File: config.mk
export PLATFORM = sky130hd
export DESIGN_NAME = gpio_edge_ctrl
export DESIGN_NICKNAME = d
export VERILOG_FILES = /design/src/rtl/gpio_edge_pkg.sv /design/src/rtl/gpio_edge_sync.sv /design/src/rtl/gpio_edge_cfg.sv /design/src/rtl/gpio_edge_status.sv /design/src/rtl/gpio_edge_ctrl.sv
export SDC_FILE = /design/constraint.sdc
export NUM_CORES = 1
export LEC_CHECK = 0
export BUFFER_PORTS_ARGS = -buffer_cell sky130_fd_sc_hd__buf_2
export CAP_MARGIN = 20
export CORE_UTILIZATION = 35
export CTS_BUF_LIST = sky130_fd_sc_hd__clkbuf_16
export CTS_CLUSTER_DIAMETER = 50
export DETAILED_ROUTE_END_ITERATION = 7
export PLACE_DENSITY = 0.53
export SLEW_MARGIN = 10
export SYNTH_ARGS = -nofsm -noshare
export SYNTH_HDL_FRONTEND = slang
export SYNTH_SLANG_ARGS = --single-unit
File: constraint.sdc
create_clock -name clk -period 5.8 [get_ports clk]
set_input_delay 1.16 -clock clk [delete_from_list [all_inputs] [get_ports clk]]
set_output_delay 1.16 -clock clk [all_outputs]
set_load 0.01 [all_outputs]
File: src/rtl/gpio_edge_pkg.sv
package gpio_edge_pkg;

    localparam int LINE_CNT    = 16;
    localparam int BUS_DW      = 32;
    localparam int BUS_AW      = 8;
    localparam int SYNC_DEPTH  = 2;

    localparam int unsigned OFS_PINS  = 32'h00;
    localparam int unsigned OFS_LATCH = 32'h04;
    localparam int unsigned OFS_DIR   = 32'h08;
    localparam int unsigned OFS_POL   = 32'h0C;
    localparam int unsigned OFS_MASK  = 32'h10;
    localparam int unsigned OFS_STAT  = 32'h14;
    localparam int unsigned OFS_GATE  = 32'h18;

    typedef logic [LINE_CNT-1:0] lvec_t;

    typedef enum logic [2:0] {
        SEL_NONE,
        SEL_PINS,
        SEL_LATCH,
        SEL_DIR,
        SEL_POL,
        SEL_MASK,
        SEL_STAT,
        SEL_GATE
    } reg_sel_e;

    typedef struct packed {
        lvec_t latch;
        lvec_t dir;
        lvec_t pol;
        lvec_t mask;
        lvec_t gate;
    } cfg_t;

    function automatic reg_sel_e decode_ofs(input logic [31:0] ofs);
        reg_sel_e s;
        case (ofs)
            OFS_PINS:  s = SEL_PINS;
            OFS_LATCH: s = SEL_LATCH;
            OFS_DIR:   s = SEL_DIR;
            OFS_POL:   s = SEL_POL;
            OFS_MASK:  s = SEL_MASK;
            OFS_STAT:  s = SEL_STAT;
            OFS_GATE:  s = SEL_GATE;
            default:   s = SEL_NONE;
        endcase
        return s;
    endfunction

    // Per line: polarity 1 picks a 0->1 transition, polarity 0 picks 1->0.
    function automatic lvec_t edge_hits(input lvec_t pol, input lvec_t cur,
                                        input lvec_t prev);
        return (pol & cur & ~prev) | (~pol & ~cur & prev);
    endfunction

endpackage

File: src/rtl/gpio_edge_sync.sv
module gpio_edge_sync
    import gpio_edge_pkg::*;
#(
    parameter int STAGES = SYNC_DEPTH
) (
    input  logic  clk,
    input  logic  rst,
    input  lvec_t pad_in,
    output lvec_t cur,
    output lvec_t prev
);

    lvec_t chain [STAGES];
    lvec_t prev_q;

    for (genvar i = 0; i < STAGES; i++) begin : g_stage
        if (i == 0) begin : g_first
            always_ff @(posedge clk) begin
                if (rst) chain[i] <= '0;
                else     chain[i] <= pad_in;
            end
        end else begin : g_next
            always_ff @(posedge clk) begin
                if (rst) chain[i] <= '0;
                else     chain[i] <= chain[i-1];
            end
        end
    end

    // One-cycle history of the synchronized value for edge detection.
    always_ff @(posedge clk) begin
        if (rst) prev_q <= '0;
        else     prev_q <= chain[STAGES-1];
    end

    assign cur  = chain[STAGES-1];
    assign prev = prev_q;

endmodule

File: src/rtl/gpio_edge_cfg.sv
module gpio_edge_cfg
    import gpio_edge_pkg::*;
#(
    parameter int DATA_W = BUS_DW,
    parameter int ADDR_W = BUS_AW
) (
    input  logic              clk,
    input  logic              rst,
    input  logic              bus_sel,
    input  logic              bus_wr,
    input  logic [ADDR_W-1:0] bus_addr,
    input  logic [DATA_W-1:0] bus_wdata,
    output reg_sel_e          acc_sel,
    output cfg_t              cfg,
    output lvec_t             clr_mask
);

    localparam int HI_BITS = DATA_W - LINE_CNT;

    cfg_t  cfg_q;
    logic  wr_en;
    lvec_t wval;
    logic  unused_hi;

    assign acc_sel   = decode_ofs(32'(bus_addr));
    assign wr_en     = bus_sel & bus_wr;
    assign wval      = bus_wdata[LINE_CNT-1:0];
    assign unused_hi = ^bus_wdata[LINE_CNT +: HI_BITS];

    always_ff @(posedge clk) begin
        if (rst) begin
            cfg_q <= '1;
        end else if (wr_en) begin
            case (acc_sel)
                SEL_LATCH: cfg_q.latch <= wval;
                SEL_DIR:   cfg_q.dir   <= wval;
                SEL_POL:   cfg_q.pol   <= wval;
                SEL_MASK:  cfg_q.mask  <= wval;
                SEL_GATE:  cfg_q.gate  <= wval;
                default:   ;
            endcase
        end
    end

    assign cfg      = cfg_q;
    assign clr_mask = (wr_en && acc_sel == SEL_STAT) ? wval : '0;

endmodule

File: src/rtl/gpio_edge_status.sv
module gpio_edge_status
    import gpio_edge_pkg::*;
(
    input  logic  clk,
    input  logic  rst,
    input  lvec_t cur,
    input  lvec_t prev,
    input  cfg_t  cfg,
    input  lvec_t clr_mask,
    output lvec_t status,
    output logic  irq
);

    lvec_t status_q;
    lvec_t hit;

    // Qualify detected edges by input direction and an open mask.
    assign hit = edge_hits(cfg.pol, cur, prev) & cfg.dir & ~cfg.mask;

    // A fresh event outranks a clear aimed at the same bit.
    always_ff @(posedge clk) begin
        if (rst) status_q <= '0;
        else     status_q <= (status_q & ~clr_mask) | hit;
    end

    assign status = status_q;
    assign irq    = |status_q;

endmodule

File: src/rtl/gpio_edge_ctrl.sv
module gpio_edge_ctrl
    import gpio_edge_pkg::*;
#(
    parameter int DATA_W      = BUS_DW,
    parameter int ADDR_W      = BUS_AW,
    parameter int SYNC_STAGES = SYNC_DEPTH
) (
    input  logic                clk,
    input  logic                rst,
    input  logic                bus_sel,
    input  logic                bus_wr,
    input  logic [ADDR_W-1:0]   bus_addr,
    input  logic [DATA_W-1:0]   bus_wdata,
    output logic [DATA_W-1:0]   bus_rdata,
    input  logic [LINE_CNT-1:0] pad_in,
    output logic [LINE_CNT-1:0] pad_out,
    output logic [LINE_CNT-1:0] pad_oe,
    output logic                irq
);

    reg_sel_e acc_sel;
    cfg_t     cfg;
    lvec_t    clr_mask;
    lvec_t    cur;
    lvec_t    prev;
    lvec_t    status;
    lvec_t    rd_val;

    gpio_edge_sync #(.STAGES(SYNC_STAGES)) u_sync (
        .clk    (clk),
        .rst    (rst),
        .pad_in (pad_in),
        .cur    (cur),
        .prev   (prev)
    );

    gpio_edge_cfg #(.DATA_W(DATA_W), .ADDR_W(ADDR_W)) u_cfg (
        .clk       (clk),
        .rst       (rst),
        .bus_sel   (bus_sel),
        .bus_wr    (bus_wr),
        .bus_addr  (bus_addr),
        .bus_wdata (bus_wdata),
        .acc_sel   (acc_sel),
        .cfg       (cfg),
        .clr_mask  (clr_mask)
    );

    gpio_edge_status u_stat (
        .clk      (clk),
        .rst      (rst),
        .cur      (cur),
        .prev     (prev),
        .cfg      (cfg),
        .clr_mask (clr_mask),
        .status   (status),
        .irq      (irq)
    );

    always_comb begin
        case (acc_sel)
            SEL_PINS:  rd_val = cur & cfg.gate;
            SEL_LATCH: rd_val = cfg.latch;
            SEL_DIR:   rd_val = cfg.dir;
            SEL_POL:   rd_val = cfg.pol;
            SEL_MASK:  rd_val = cfg.mask;
            SEL_STAT:  rd_val = status;
            SEL_GATE:  rd_val = cfg.gate;
            default:   rd_val = '0;
        endcase
    end

    assign bus_rdata = DATA_W'(rd_val);
    assign pad_oe    = ~cfg.dir;
    assign pad_out   = cfg.latch & ~cfg.dir;

endmodule

==> reports/results.txt, run 1 <==
The run finished with clean final reports. The fraction of power consumed by the clock network came out at 0.468. For this design the top-level I/O count stands at 125. The core region is 17540 um2.

The antenna violation net count after detailed routing was 0; the worst-case clock buffer depth was 2. The worst slack at placement was 1.226 ns; the clock transition at the registers of the reported paths was 0.06 ns. The fmax is 217.7 MHz, and the via density per instance is 5.348. The synthesized cell area is 6375 um2.

Type of element launching the critical path: a primary input. The switching part of the total came out at 0.2439. The post-synthesis async set-or-reset flop share came out at 0. Entering global routing, the biggest net connects 108 pins. The internal power of the cells totals 1636 uW.

In this design, the stage delay of the slowest critical-path cell is 0.66 ns. After detailed routing, the total wire length is 18.76 mm. The average size of a mapped cell came out at 8.421 um2. The largest voltage drop on the vdd net was 0.2361 mV.

Of all nets on the critical path, the largest fanout is 10. For the final routed database, the setup TNS stands at 0 ns. Among all stages on the critical path, the largest delay is contributed by sky130_fd_sc_hd__or4_4. The smallest clock period supported by the final layout is computed as 4.593 ns. After layout, the worst setup slack is 1.207 ns.

TritonCTS built the clock tree. The tools report the arrival time reported for the critical path endpoint as 3.43 ns. Yosys attributes the largest share of cell area to sky130_fd_sc_hd__dfxtp_1 (45%), sky130_fd_sc_hd__a21oi_1 (7.6%), sky130_fd_sc_hd__nor2b_1 (6.8%). On the final layout, the worst hold slack is 0.4334 ns.

Summing all multi-input logic gate instances after layout gives 3052 um2. The run gives 5669 as the vias after detailed routing. Leading cell type by number of instances after synthesis: sky130_fd_sc_hd__dfxtp_1. After clock tree synthesis, the flow added hold-fix buffers numbering 0.

The most used flip-flop cell after synthesis is sky130_fd_sc_hd__dfxtp_1. The logs give 0 for the number of failing hold endpoints at the final stage and 0 for the number of slew-limit violations in the final report. The number of global-route vias before repair was 5184; the average detailed-routed wire length per instance was 17.69 um. Yosys mapped a number of flops with a built-in enable equal to 0.

The slew of the pin with the lowest slew margin is 0.9594 ns. The critical path is of the in -> out type. For the number of search-and-repair iterations in the first detailed-routing pass, the log shows 5. The congestion estimate from routability-driven global placement came to 0.8049. In this run the clock root is driven by a sky130_fd_sc_hd__clkbuf_16.

Clock latency on the worst-skew pair, taken at its later pin, is 0.42 ns. The tightest min-delay check is of the reg -> reg type. The first global-routing pass estimated 28.59 mm of wire. Post-CTS timing repair inserted 0 buffers for setup. The run gives 0.2048 as the total global-route track usage. Power spread over the standard cell area amounts to 289.4 nW/um2. The final period utilization came out at 0.7919. The static leakage was 0.003183 uW; the number of fill cells was 1762. After legalization and detailed placement, the total HPWL measured 12.11 mm. Setup violations remaining at the end of the flow were counted as 0. The tools report the initial core utilization as 0.3635.

In the synthesized netlist, the cells that appear most often are sky130_fd_sc_hd__dfxtp_1 (144), sky130_fd_sc_hd__a21oi_1 (97), sky130_fd_sc_hd__nor2b_1 (69). The logs give 0.468 for the sequential share of power and 0.008444 ns for the largest clock skew in the final design. Row generation in the floorplan step produced 48 rows. The die covers 18760 um2. The synthesized design contains 144 register bits. The total of cells resized after clock tree synthesis is 0.

For this run, design rule violations remaining after detail routing come to 0. The proportion of layout cells with a drive suffix above 1 works out to 0.1952. The relative area change from synthesis to final layout works out to 17.29%.

Sum of overflow across all layers after global routing: 0. For the switching power, the log shows 527.8 uW. The sequential cell area fraction in the yosys report is 0.4522, and the total of buffers placed on input and output ports is 92.

Setup repair after global routing left no endpoint under its margin. The count of unique library cells instantiated by Yosys is 39, and the placed cell count is 1028. The portion of synthesized cell area occupied by the leading cell type is 0.4522, and the TritonCTS sink count is 144.

The logs give 0 for the max-cap check violation count and 2883 um2 for the storage element area. Yosys printed 0 warnings. The share of power burned in combinational logic is 0.065, and the worst slew margin relative to its limit is 0.3583.

The floorplan step set the die width to 137.0 um. The completed layout was analyzed and its total power is 2164 uW. The run gives 0 as the initial antenna violation count.

The critical path goes through buf_2 > or4_4 > nor2_1 > nand2_1 > o221ai_1 > buf_2. The clock tree synthesis step divided the H-tree into 4 levels. Clock tree synthesis inserted a total of 17 buffers. The gate count of the mapped netlist was 757; the final net count was 883.

Of all cell types, the one taking the most synthesized area is sky130_fd_sc_hd__dfxtp_1. The die is 137.0 um tall. STA classifies the critical path endpoint as an output pin.

For this block, the initial DRC count from the detailed router was 499. The tools report the required time at the worst-slack endpoint as 4.64 ns. By instance count, the cell type seen most on the critical path is sky130_fd_sc_hd__buf_2. The logs give 0 for the count of antenna diodes in the layout and 1060 for the final cell count without fillers.
-- routing by layer --
metal	track usage	share of wire	vias to the layer above
li1	-	-	2741
met1	0.2861	0.47	2703
met2	0.3081	0.45	200
met3	0.04481	0.061	25
met4	0.07143	0.015	0
met5	0	0	-
-- placed cells by master (no fill, tap or decap), types with 14 or more instances in the layout --
| cell | count |
|---|---|
| sky130_fd_sc_hd__a211o_1 | 17 |
| sky130_fd_sc_hd__a21oi_1 | 97 |
| sky130_fd_sc_hd__a22oi_1 | 14 |
| sky130_fd_sc_hd__a31oi_1 | 16 |
| sky130_fd_sc_hd__buf_2 | 91 |
| sky130_fd_sc_hd__clkbuf_16 | 17 |
| sky130_fd_sc_hd__conb_1 | 16 |
| sky130_fd_sc_hd__dfxtp_1 | 144 |
| sky130_fd_sc_hd__inv_1 | 36 |
| sky130_fd_sc_hd__nand2_1 | 68 |
| sky130_fd_sc_hd__nor2_1 | 63 |
| sky130_fd_sc_hd__nor2b_1 | 68 |
| sky130_fd_sc_hd__nor3_1 | 67 |
| sky130_fd_sc_hd__o41ai_1 | 16 |
-- critical path: cells and delay by family --
kind	cells	cell delay, ns
buf+inv	2	0.30
compound gates	1	0.38
simple gates	3	1.60
-- final timing paths --
check / slack, ns / endpoint / cells after the start / from
worst max-delay path: 1.21 / bus_rdata[7] / 6 / bus_addr[7]
worst min-delay path: 0.43 / u_sync.chain[1][10] / 1 / u_sync.chain[0][10]
worst max register to register: 4.85 / u_stat.status[1] / 2 / u_cfg.cfg[49]
worst min register to register: 0.43 / u_sync.chain[1][10] / 1 / u_sync.chain[0][10]
-- sequential cells by signal (all words and copies together), names as in the netlist --
register and count:
u_sync.chain 32, u_cfg.cfg 80, u_sync.prev 16, u_stat.status 16
-- power by group through the flow --
stage | clock network, uW | registers, uW | logic (uW)
global route | 1080 | 1010 | 154
detailed placement | 0 | 1030 | 137
floorplan | 0 | 1030 | 102
CTS | 1030 | 1010 | 137
global placement | 0 | 1030 | 136
finish | 1010 | 1010 | 140
-- area by class of cell --
| class | instances | share of cell area |
|---|---|---|
| multi-input combinational | 519 | 0.4081 |
| clock inverter | 14 | 0.01606 |
| inverter | 36 | 0.01807 |
| clock buffer | 17 | 0.05689 |
| tap | 225 | 0.03765 |
| sequential | 144 | 0.3855 |
| timing repair buffer | 105 | 0.07764 |
-- per-stage QoR --
stage	util	cell area, um2
2_1_floorplan	-	6431
3_3_place_gp	0.3937	6904
3_5_place_dp	0.3937	6904
4_1_cts	0.4248	7450
5_1_grt	0.4264	7477
6_report	0.4264	7477
-- logic make-up (layout without fill, tap and decap cells) --
kind of cell,count (synthesis),in the layout,share of synthesized area
other cells,1,16,0.0005882
buf+inv,109,172,0.07929
flops,144,144,0.4522
compound gates,194,194,0.2000
mux,20,20,0.03396
simple gates,289,289,0.2340
Note: power is estimated with default switching activity, not from simulation.
==> run 2: changes to the inputs <==
--- a/config.mk
+++ b/config.mk
@@ -5,6 +5,7 @@
 export SDC_FILE = /design/constraint.sdc
 export NUM_CORES = 1
 export LEC_CHECK = 0
+export ABC_AREA = 1
 export BUFFER_PORTS_ARGS = -buffer_cell sky130_fd_sc_hd__buf_2
 export CAP_MARGIN = 20
 export CORE_UTILIZATION = 35
==> constraint.sdc (replaced) <==
create_clock -name clk -period 4.4 [get_ports clk]
set_input_delay 0.88 -clock clk [delete_from_list [all_inputs] [get_ports clk]]
set_output_delay 0.88 -clock clk [all_outputs]
set_load 0.01 [all_outputs]
==> run 2 against run 1 <==
Effect of this change: die area fell by 1.3%; non-clock buffer count did not move; core utilization rose by 0.49 points; largest power group is now the clock network; highest routed layer unchanged.
==> reports/results.txt, run 2 <==
The total clock buffers created by CTS is 17 (unchanged). The tools report the final sum of negative setup slack as 0 ns (unchanged). In the layout the commonest cells are sky130_fd_sc_hd__nand2_1 (162), sky130_fd_sc_hd__dfxtp_1 (144), sky130_fd_sc_hd__inv_1 (138). The run gives 0.515 (+0.047) as the fraction of power consumed by the clock network.

The TritonCTS sink count came out at 144 (unchanged). The portion of synthesized cell area occupied by the leading cell type is 0.4581 (+0.005844). The maximum fanout encountered on the critical timing path is 9 (-1).

The number of synthesized register bits is 144 (unchanged). The number of synthesized flops with an enable pin works out to 0 (unchanged). The tools report the type of element launching the critical path as a primary input.

The width of the die works out to 136.1 um (-0.63%). The max-cap check violation count was 0 (unchanged). The post-CTS setup-driven buffer insertion count was 0 (unchanged); the total of cells resized after clock tree synthesis was 0 (unchanged). Worst min-delay path category: reg -> reg. Sorting the synthesized cells by area gives the leading types as sky130_fd_sc_hd__dfxtp_1 (46%), sky130_fd_sc_hd__nand2_1 (9.7%), sky130_fd_sc_hd__inv_1 (8.2%). The number of global-route vias before repair is 5177 (-0.14%), and the via density per instance is 4.835 (-9.6%). The run gives 0.445 (-0.023) as the sequential share of power.

The count of antenna diodes in the layout is 0 (unchanged), and the post-route DRC violation count is 0 (unchanged). For the worst-case clock buffer depth, the log shows 2 (unchanged). The post-synthesis async set-or-reset flop share is 0 (unchanged), and the worst slew margin relative to its limit is 0.3970 (+0.03862). The most used flip-flop cell after synthesis is sky130_fd_sc_hd__dfxtp_1. The number of fill cells is 1846 (+4.8%).

For the final net count, the log shows 993 (+12%). The clock transition at the registers of the reported paths is 0.06 ns (about the same). The share of power burned in combinational logic is 0.040 (-0.025). The run gives 0 (unchanged) as the total setup violations reported at the end of the flow.

The required time at the worst-slack endpoint is 3.52 ns (-1.12 ns). The root buffer cell chosen for the clock tree is sky130_fd_sc_hd__clkbuf_16. For the number of DRC markers after the initial detailed-route iteration, the log shows 346 (-31%). The average detailed-routed wire length per instance is 15.92 um (-10%). The vias after detailed routing is 5657 (-0.21%), and the final period utilization is 0.8230. The vertical extent of the die is 136.1 um (-0.63%). For the largest clock skew in the final design, the log shows 0.008541 ns (+0.00009778 ns). The area growth from synthesis to layout is 19.34%.

The initial core utilization came out at 0.3614 (-0.002163). Among all cell types in the netlist, the one instantiated most often is sky130_fd_sc_hd__nand2_1. The tools report the kind of capture point of the worst setup path as an output pin.

The smallest clock period supported by the final layout is computed as 3.621 ns. The post-DP HPWL was 11.81 mm (-2.5%); the largest voltage drop on the vdd net was 0.2778 mV (+18%). The logs give 0.2089 (+0.004165) for the total global-route track usage and 18520 um2 (-1.3%) for the area of the die. The largest net degree at the start of global routing was 65 (-40%); the final weighted congestion of routability-driven global placement was 0.7776 (-3.4%).

The worst setup path is of the in -> out kind. The run gives 6294 um2 (-1.3%) as the synthesized cell area. Total of buffers placed on input and output ports: 92 (unchanged). The most common library cell in the layout ignoring fill and taps was sky130_fd_sc_hd__nand2_1.

The storage element area is 2883 um2 (unchanged). The switching part of the total works out to 0.2161 (-0.02780). The sum of overflow across all layers after global routing is 0 (unchanged). The run gives 0.43 ns (about the same) as the latest clock arrival within the worst-skew pair.

The number of cell instances on the worst register-to-register path was 4 (+2); the flip-flop count of the largest register, all copies and words added was 80 (unchanged). Design internal power: 2349 uW (+44%). For the switching power, the log shows 647.7 uW (+23%).

The number of stages on the worst hold path was 2 (+1); the sequential cell area fraction in the yosys report was 0.4581 (+0.005844). The slew of the pin with the lowest slew margin is 0.9024 ns (-0.05700 ns), and the post-layout total power is 2997 uW (+39%). In this run the most critical hold path is launched from u_sync.chain[0][12].

The cell type with the highest aggregate area in the netlist is sky130_fd_sc_hd__dfxtp_1. The site row count was 48 (unchanged). The count of unique library cells instantiated by Yosys is 29 (-26%), and the area inside the core boundary is 17420 um2 (-0.68%). Number of slew-limit violations in the final report: 0 (unchanged). For the antenna violation net count after detailed routing, the log shows 0 (unchanged). The logs give 0 (unchanged) for the number of buffers inserted for hold repair after clock tree synthesis and 4 (unchanged) for the H-tree level count.

The static leakage was 0.003688 uW (+16%). In this run the critical register-to-register path is launched from u_sync.chain[1][15]. The tools report the destination of the worst hold path as u_sync.chain[1][12]. The reg-to-reg critical path endpoint is u_stat.status[15]. The I/O pin total came out at 125 (unchanged). The number of warnings issued by yosys is 0 (unchanged). Setup repair after global routing left no endpoint under its margin. The tools report the gate count of the mapped netlist as 849 (+12%). In the synthesized netlist, the cells that appear most often are sky130_fd_sc_hd__nand2_1 (162), sky130_fd_sc_hd__dfxtp_1 (144), sky130_fd_sc_hd__inv_1 (137). The average size of a mapped cell is 7.413 um2 (-12%). Arrival time reported for the critical path endpoint: 2.74 ns (-0.69 ns). For the initial antenna violation count, the log shows 0 (unchanged). The tools report the number of failing hold endpoints at the final stage as 0 (unchanged). TritonCTS built the clock tree. Total wire length after detailed routing: 18.63 mm (-0.69%).

The total power per unit cell area came out at 399.0 nW/um2 (+38%). The area occupied by multi-input gates came out at 2635 um2 (-14%). The reg-to-reg setup timing slack is 3.50 ns (-1.35 ns), and the number of search-and-repair iterations in the first detailed-routing pass is 5 (unchanged).

The fmax came out at 276.2 MHz. The first-pass GRT wire length came out at 28.59 mm (unchanged). Proportion of layout cells with a drive suffix above 1: 0.1619 (-0.03330). The flow ran to the end, and the final reports show no timing, DRC or antenna violations.
-- run 2: cell count changes after synthesis, moves of 39 or more --
| cell | previous run | this run |
|---|---|---|
| sky130_fd_sc_hd__nor2_1 | 63 | 102 |
| sky130_fd_sc_hd__nand2_1 | 68 | 162 |
| sky130_fd_sc_hd__a21oi_1 | 97 | 16 |
| sky130_fd_sc_hd__nor2b_1 | 69 | 0 |
| sky130_fd_sc_hd__nor3_1 | 67 | 1 |
| sky130_fd_sc_hd__inv_1 | 36 | 137 |
| sky130_fd_sc_hd__o211ai_1 | 1 | 64 |
| sky130_fd_sc_hd__nand4_1 | 1 | 49 |
-- run 2: worst max path at each step --
| stage | from | end | depth (start not counted) |
|---|---|---|---|
| 2_1_floorplan | bus_addr[6] | bus_rdata[0] | 10 |
| 3_3_place_gp | bus_addr[0] | bus_rdata[15] | 11 |
| 3_5_place_dp | bus_addr[0] | bus_rdata[15] | 11 |
| 4_1_cts | bus_addr[0] | bus_rdata[4] | 11 |
| 5_1_grt | bus_addr[0] | bus_rdata[4] | 11 |
| 6_report | bus_addr[0] | bus_rdata[4] | 11 |
-- run 2: cell type report --
type / instances / area share
flip-flops and latches: 144 / 0.3838
multi-input cells: 524 / 0.3508
repair buffers: 105 / 0.07430
inverters: 141 / 0.07063
clock buffers: 17 / 0.05664
well taps: 225 / 0.03748
clock inverters: 14 / 0.02632
-- run 2: critical path, stage by stage --
cell,delay (ns)
sky130_fd_sc_hd__buf_2,0.08
sky130_fd_sc_hd__inv_1,0.03
sky130_fd_sc_hd__nand2_1,0.18
sky130_fd_sc_hd__nor2_2,0.10
sky130_fd_sc_hd__nand2_2,0.27
sky130_fd_sc_hd__clkinv_1,0.51
sky130_fd_sc_hd__nand3_1,0.21
sky130_fd_sc_hd__o21ai_0,0.11
sky130_fd_sc_hd__inv_1,0.09
sky130_fd_sc_hd__nand4_1,0.10
sky130_fd_sc_hd__buf_2,0.15
-- run 2: power groups by stage --
stage          Clock, uW  Combinational (uW)  Sequential, uW
4_1_cts             1570                 120            1330
3_3_place_gp           0                 119            1360
5_1_grt             1630                 134            1330
3_5_place_dp           0                 119            1360
6_report            1540                 120            1330
2_1_floorplan          0                76.4            1360
-- run 2: metrics by stage --
step | worst slack [ns] | cells | utilization | cell area (um2) | hold slack, ns
CTS | 0.7737 | 1170 | 0.4313 | 7511 | 0.4017
detailed placement | 0.7817 | 1139 | 0.3955 | 6888 | 0.3935
global placement | 0.7784 | 1139 | 0.3955 | 6888 | 0.3910
global route | 0.5865 | 1170 | 0.4313 | 7511 | 0.4172
finish | 0.7788 | 1170 | 0.4313 | 7511 | 0.4008
floorplan | 1.516 | 864 | - | 6350 | 0.3883
-- run 2: kinds of logic after synthesis --
family | after synthesis | synth area share
AND/OR/NAND/NOR | 366 | 0.2596
buffers and inverters | 196 | 0.1330
flip-flops | 144 | 0.4581
AO/OA/AOI/OAI | 142 | 0.1487
other | 1 | 0.0005958
-- run 2: metal layers --
metal / vias to the layer above / GRT usage / wire length [um] / part of all wire
li1: 2905 / - / - / -
met1: 2560 / 0.2793 / 8854 / 0.48
met2: 165 / 0.3311 / 8451 / 0.45
met3: 27 / 0.04623 / 999 / 0.054
met4: 0 / 0.06914 / 320 / 0.017
met5: - / 0 / 0 / 0
==> run 3: changes to the inputs <==
--- a/config.mk
+++ b/config.mk
@@ -12,7 +12,7 @@
 export CTS_BUF_LIST = sky130_fd_sc_hd__clkbuf_16
 export CTS_CLUSTER_DIAMETER = 50
 export DETAILED_ROUTE_END_ITERATION = 7
-export PLACE_DENSITY = 0.53
+export PLACE_DENSITY = 0.55
 export SLEW_MARGIN = 10
 export SYNTH_ARGS = -nofsm -noshare
 export SYNTH_HDL_FRONTEND = slang
==> constraint.sdc (replaced) <==
create_clock -name clk -period 3.3 [get_ports clk]
set_input_delay 0.66 -clock clk [delete_from_list [all_inputs] [get_ports clk]]
set_output_delay 0.66 -clock clk [all_outputs]
set_load 0.01 [all_outputs]
==> run 3 against run 2 <==
Effect of this change: register-to-register slack lost 1.1 ns; first-iteration DRC count grew 16%; worst setup slack lost 0.30 ns; sequential share of layout area shrank 0.24 points; critical path type unchanged; highest routed layer unchanged.
==> reports/results.txt, run 3 (synthesis results as in run 2) <==
The logs give 0.5800 (+0.1830) for the worst slew margin relative to its limit and 0.003733 uW (+1.2%) for the static leakage. The total of buffers placed on input and output ports came out at 92 (unchanged). The vias after detailed routing is 5709 (+0.92%), and the max-cap check violation count is 0 (unchanged). The beginning of the worst register-to-register path is u_sync.chain[1][5].

The largest net degree at the start of global routing was 50 (-23%); the slew of the pin with the lowest slew margin was 0.6293 ns (-0.2731 ns). The logs give 2.36 ns (-1.14 ns) for the reg-to-reg setup timing slack and 0 ns (unchanged) for the final sum of negative setup slack. The first-pass GRT wire length is 28.64 mm (+0.17%). The initial antenna violation count is 0 (unchanged), and the number of failing hold endpoints at the final stage is 0 (unchanged). The run gives 2.64 ns (-0.88 ns) as the required time at the worst-slack endpoint.

H-tree level count: 4 (unchanged). The run gives 0.008390 ns (-0.0001516 ns) as the largest clock skew in the final design. The average detailed-routed wire length per instance came out at 15.45 um (-3.0%). The proportion of layout cells with a drive suffix above 1 came out at 0.1705 (+0.008597).

The initial core utilization is 0.3614 (unchanged), and the total global-route track usage is 0.2068 (-0.002133). Post-DP HPWL: 12.13 mm (+2.8%). The relative area change from synthesis to final layout was 20.10%.

For the latest clock arrival within the worst-skew pair, the log shows 0.42 ns (about the same). For the number of fill cells, the log shows 1849 (+0.16%). The tools report the total wire length after detailed routing as 18.25 mm (-2.0%). The arrival time reported for the critical path endpoint is 2.16 ns (-0.58 ns).

The total power per unit cell area is 518.4 nW/um2 (+30%). For the area of the die, the log shows 18520 um2 (unchanged). The tools report the sum of overflow across all layers after global routing as 0 (unchanged). For the total setup violations reported at the end of the flow, the log shows 0 (unchanged). For this run, the top clock speed supported by timing is 354.1 MHz. The worst-case clock buffer depth is 2 (unchanged). The final net count is 1003 (+1.0%), and the number of slew-limit violations in the final report is 0 (unchanged).

The run gives 17420 um2 (unchanged) as the area inside the core boundary. The number of cell instances on the worst register-to-register path works out to 4 (unchanged). The clock root buffer master is sky130_fd_sc_hd__clkbuf_16.

The logs give 7559 um2 (+0.63%) for the area of all placed cells without fillers and 3918 uW (+31%) for the post-layout total power. The worst slack at placement came out at 0.4644 ns (-0.3173 ns). The vertical extent of the die is 136.1 um (unchanged).

The kind of cell with the highest combined delay along the critical path is simple AND/OR/NAND/NOR gates. The library cell used most frequently in the layout, excluding fill and tap cells, is sky130_fd_sc_hd__nand2_1. The share of the core filled with cells was 0.4340 (+0.002730); the antenna violation net count after detailed routing was 0 (unchanged).

STA classifies the critical path startpoint as a primary input. Number of buffers inserted for hold repair after clock tree synthesis: 0 (unchanged). The tools report the final weighted congestion of routability-driven global placement as 0.7733 (-0.55%). TritonCTS built the clock tree. The maximum fanout encountered on the critical timing path works out to 10 (+1). The number of DRC markers after the initial detailed-route iteration was 400 (+16%); the via density per instance was 4.834 (about the same). I/O pin total: 125 (unchanged).

The post-route DRC violation count was 0 (unchanged); the count of buffering cells on the critical path with inverters included was 4 (-1). The post-route worst setup slack was 0.4762 ns (-0.3026 ns). The tools report the destination of the worst hold path as u_sync.chain[1][11].

Setup repair after global routing left no endpoint under its margin. The largest individual stage delay along the critical path comes from the cell sky130_fd_sc_hd__nand2_1. The largest stage delay on the critical path was 0.30 ns (-0.21 ns). The count of antenna diodes in the layout is 0 (unchanged).

The clock transition at the registers of the reported paths came out at 0.05 ns (about the same). The library cells used most frequently in the layout, excluding fill and tap cells, are sky130_fd_sc_hd__nand2_1 (162), sky130_fd_sc_hd__dfxtp_1 (144), sky130_fd_sc_hd__inv_1 (139). The startpoint identified for the worst hold timing path is u_sync.chain[0][11].

The total cell area at the placement stage was 6957 um2 (+1.0%); the final period utilization was 0.8557. Traced cell by cell, the critical path runs through buf_2 > inv_1 > nand2_1 > nor3_2 > nand2_1 > buf_4 > nor2_1 > nor3_1 > nand4_1 > buf_2. The run finished with clean final reports.

The final critical-path required period works out to 2.824 ns. The width of the die works out to 136.1 um (unchanged). The total clock buffers created by CTS is 17 (unchanged). The total of cells resized after clock tree synthesis was 0 (unchanged). The worst hold path belongs to the class reg -> reg. The post-CTS setup-driven buffer insertion count is 0 (unchanged). The flip-flop count of the largest register, all copies and words added came out at 80 (unchanged). Worst setup path category: in -> out.

Largest voltage drop on the vdd net: 0.3511 mV (+26%). The worst setup path is captured at an output pin. The tools report the reg-to-reg critical path endpoint as u_stat.status[5]. For the number of search-and-repair iterations in the first detailed-routing pass, the log shows 5 (unchanged). The site row count came out at 48 (unchanged). The run gives 144 (unchanged) as the TritonCTS sink count.

The tools report the number of global-route vias before repair as 5342 (+3.2%). The number of stages on the worst hold path works out to 2 (unchanged).
==> run 3: final cells by class <==
| cell class | instances | area, um2 | share of cell area |
|---|---|---|---|
| inverter | 141 | 529.3 | 0.07002 |
| multi-input combinational | 524 | 2630 | 0.3480 |
| sequential | 144 | 2883 | 0.3814 |
| clock buffer | 17 | 425.4 | 0.05628 |
| timing repair buffer | 115 | 633.1 | 0.08376 |
| clock inverter | 15 | 176.4 | 0.02334 |
| tap | 225 | 281.5 | 0.03725 |
==> run 3: power by group <==
part	total, uW	internal (uW)	leakage (uW)	switching [uW]
sequential	1780	1760	0.00117	12.8
clock	1980	1250	0.000304	734
combinational	161	47.3	0.00226	113
==> run 3: worst max-delay path by stage <==
stage                startpoint            to  slack [ns]  depth (start not counted)
floorplan           bus_addr[6]  bus_rdata[0]        0.86                         10
global placement    bus_addr[0]  bus_rdata[3]        0.47                         10
detailed placement  bus_addr[0]  bus_rdata[3]        0.46                         10
CTS                 bus_addr[0]  bus_rdata[3]        0.46                         10
global route        bus_addr[0]  bus_rdata[3]        0.31                         10
finish              bus_addr[0]  bus_rdata[3]        0.48                         10
==> run 3: layer usage <==
layer | track usage | routed length [um]
met5 | 0 | 0
met4 | 0.06481 | 314
met3 | 0.05369 | 897
met2 | 0.3280 | 8381
met1 | 0.2727 | 8652
==> run 3: per-stage QoR <==
stage	cells	hold slack, ns
floorplan	864	0.3883
global route	1181	0.4223
CTS	1181	0.4009
global placement	1149	0.3891
detailed placement	1149	0.3927
finish	1181	0.3990
==> run 3: worst min-delay path, cell delays in order, from the launching register on <==
cell	delay, ns
sky130_fd_sc_hd__dfxtp_1	0.29
sky130_fd_sc_hd__inv_1	0.04
sky130_fd_sc_hd__nor2_1	0.03
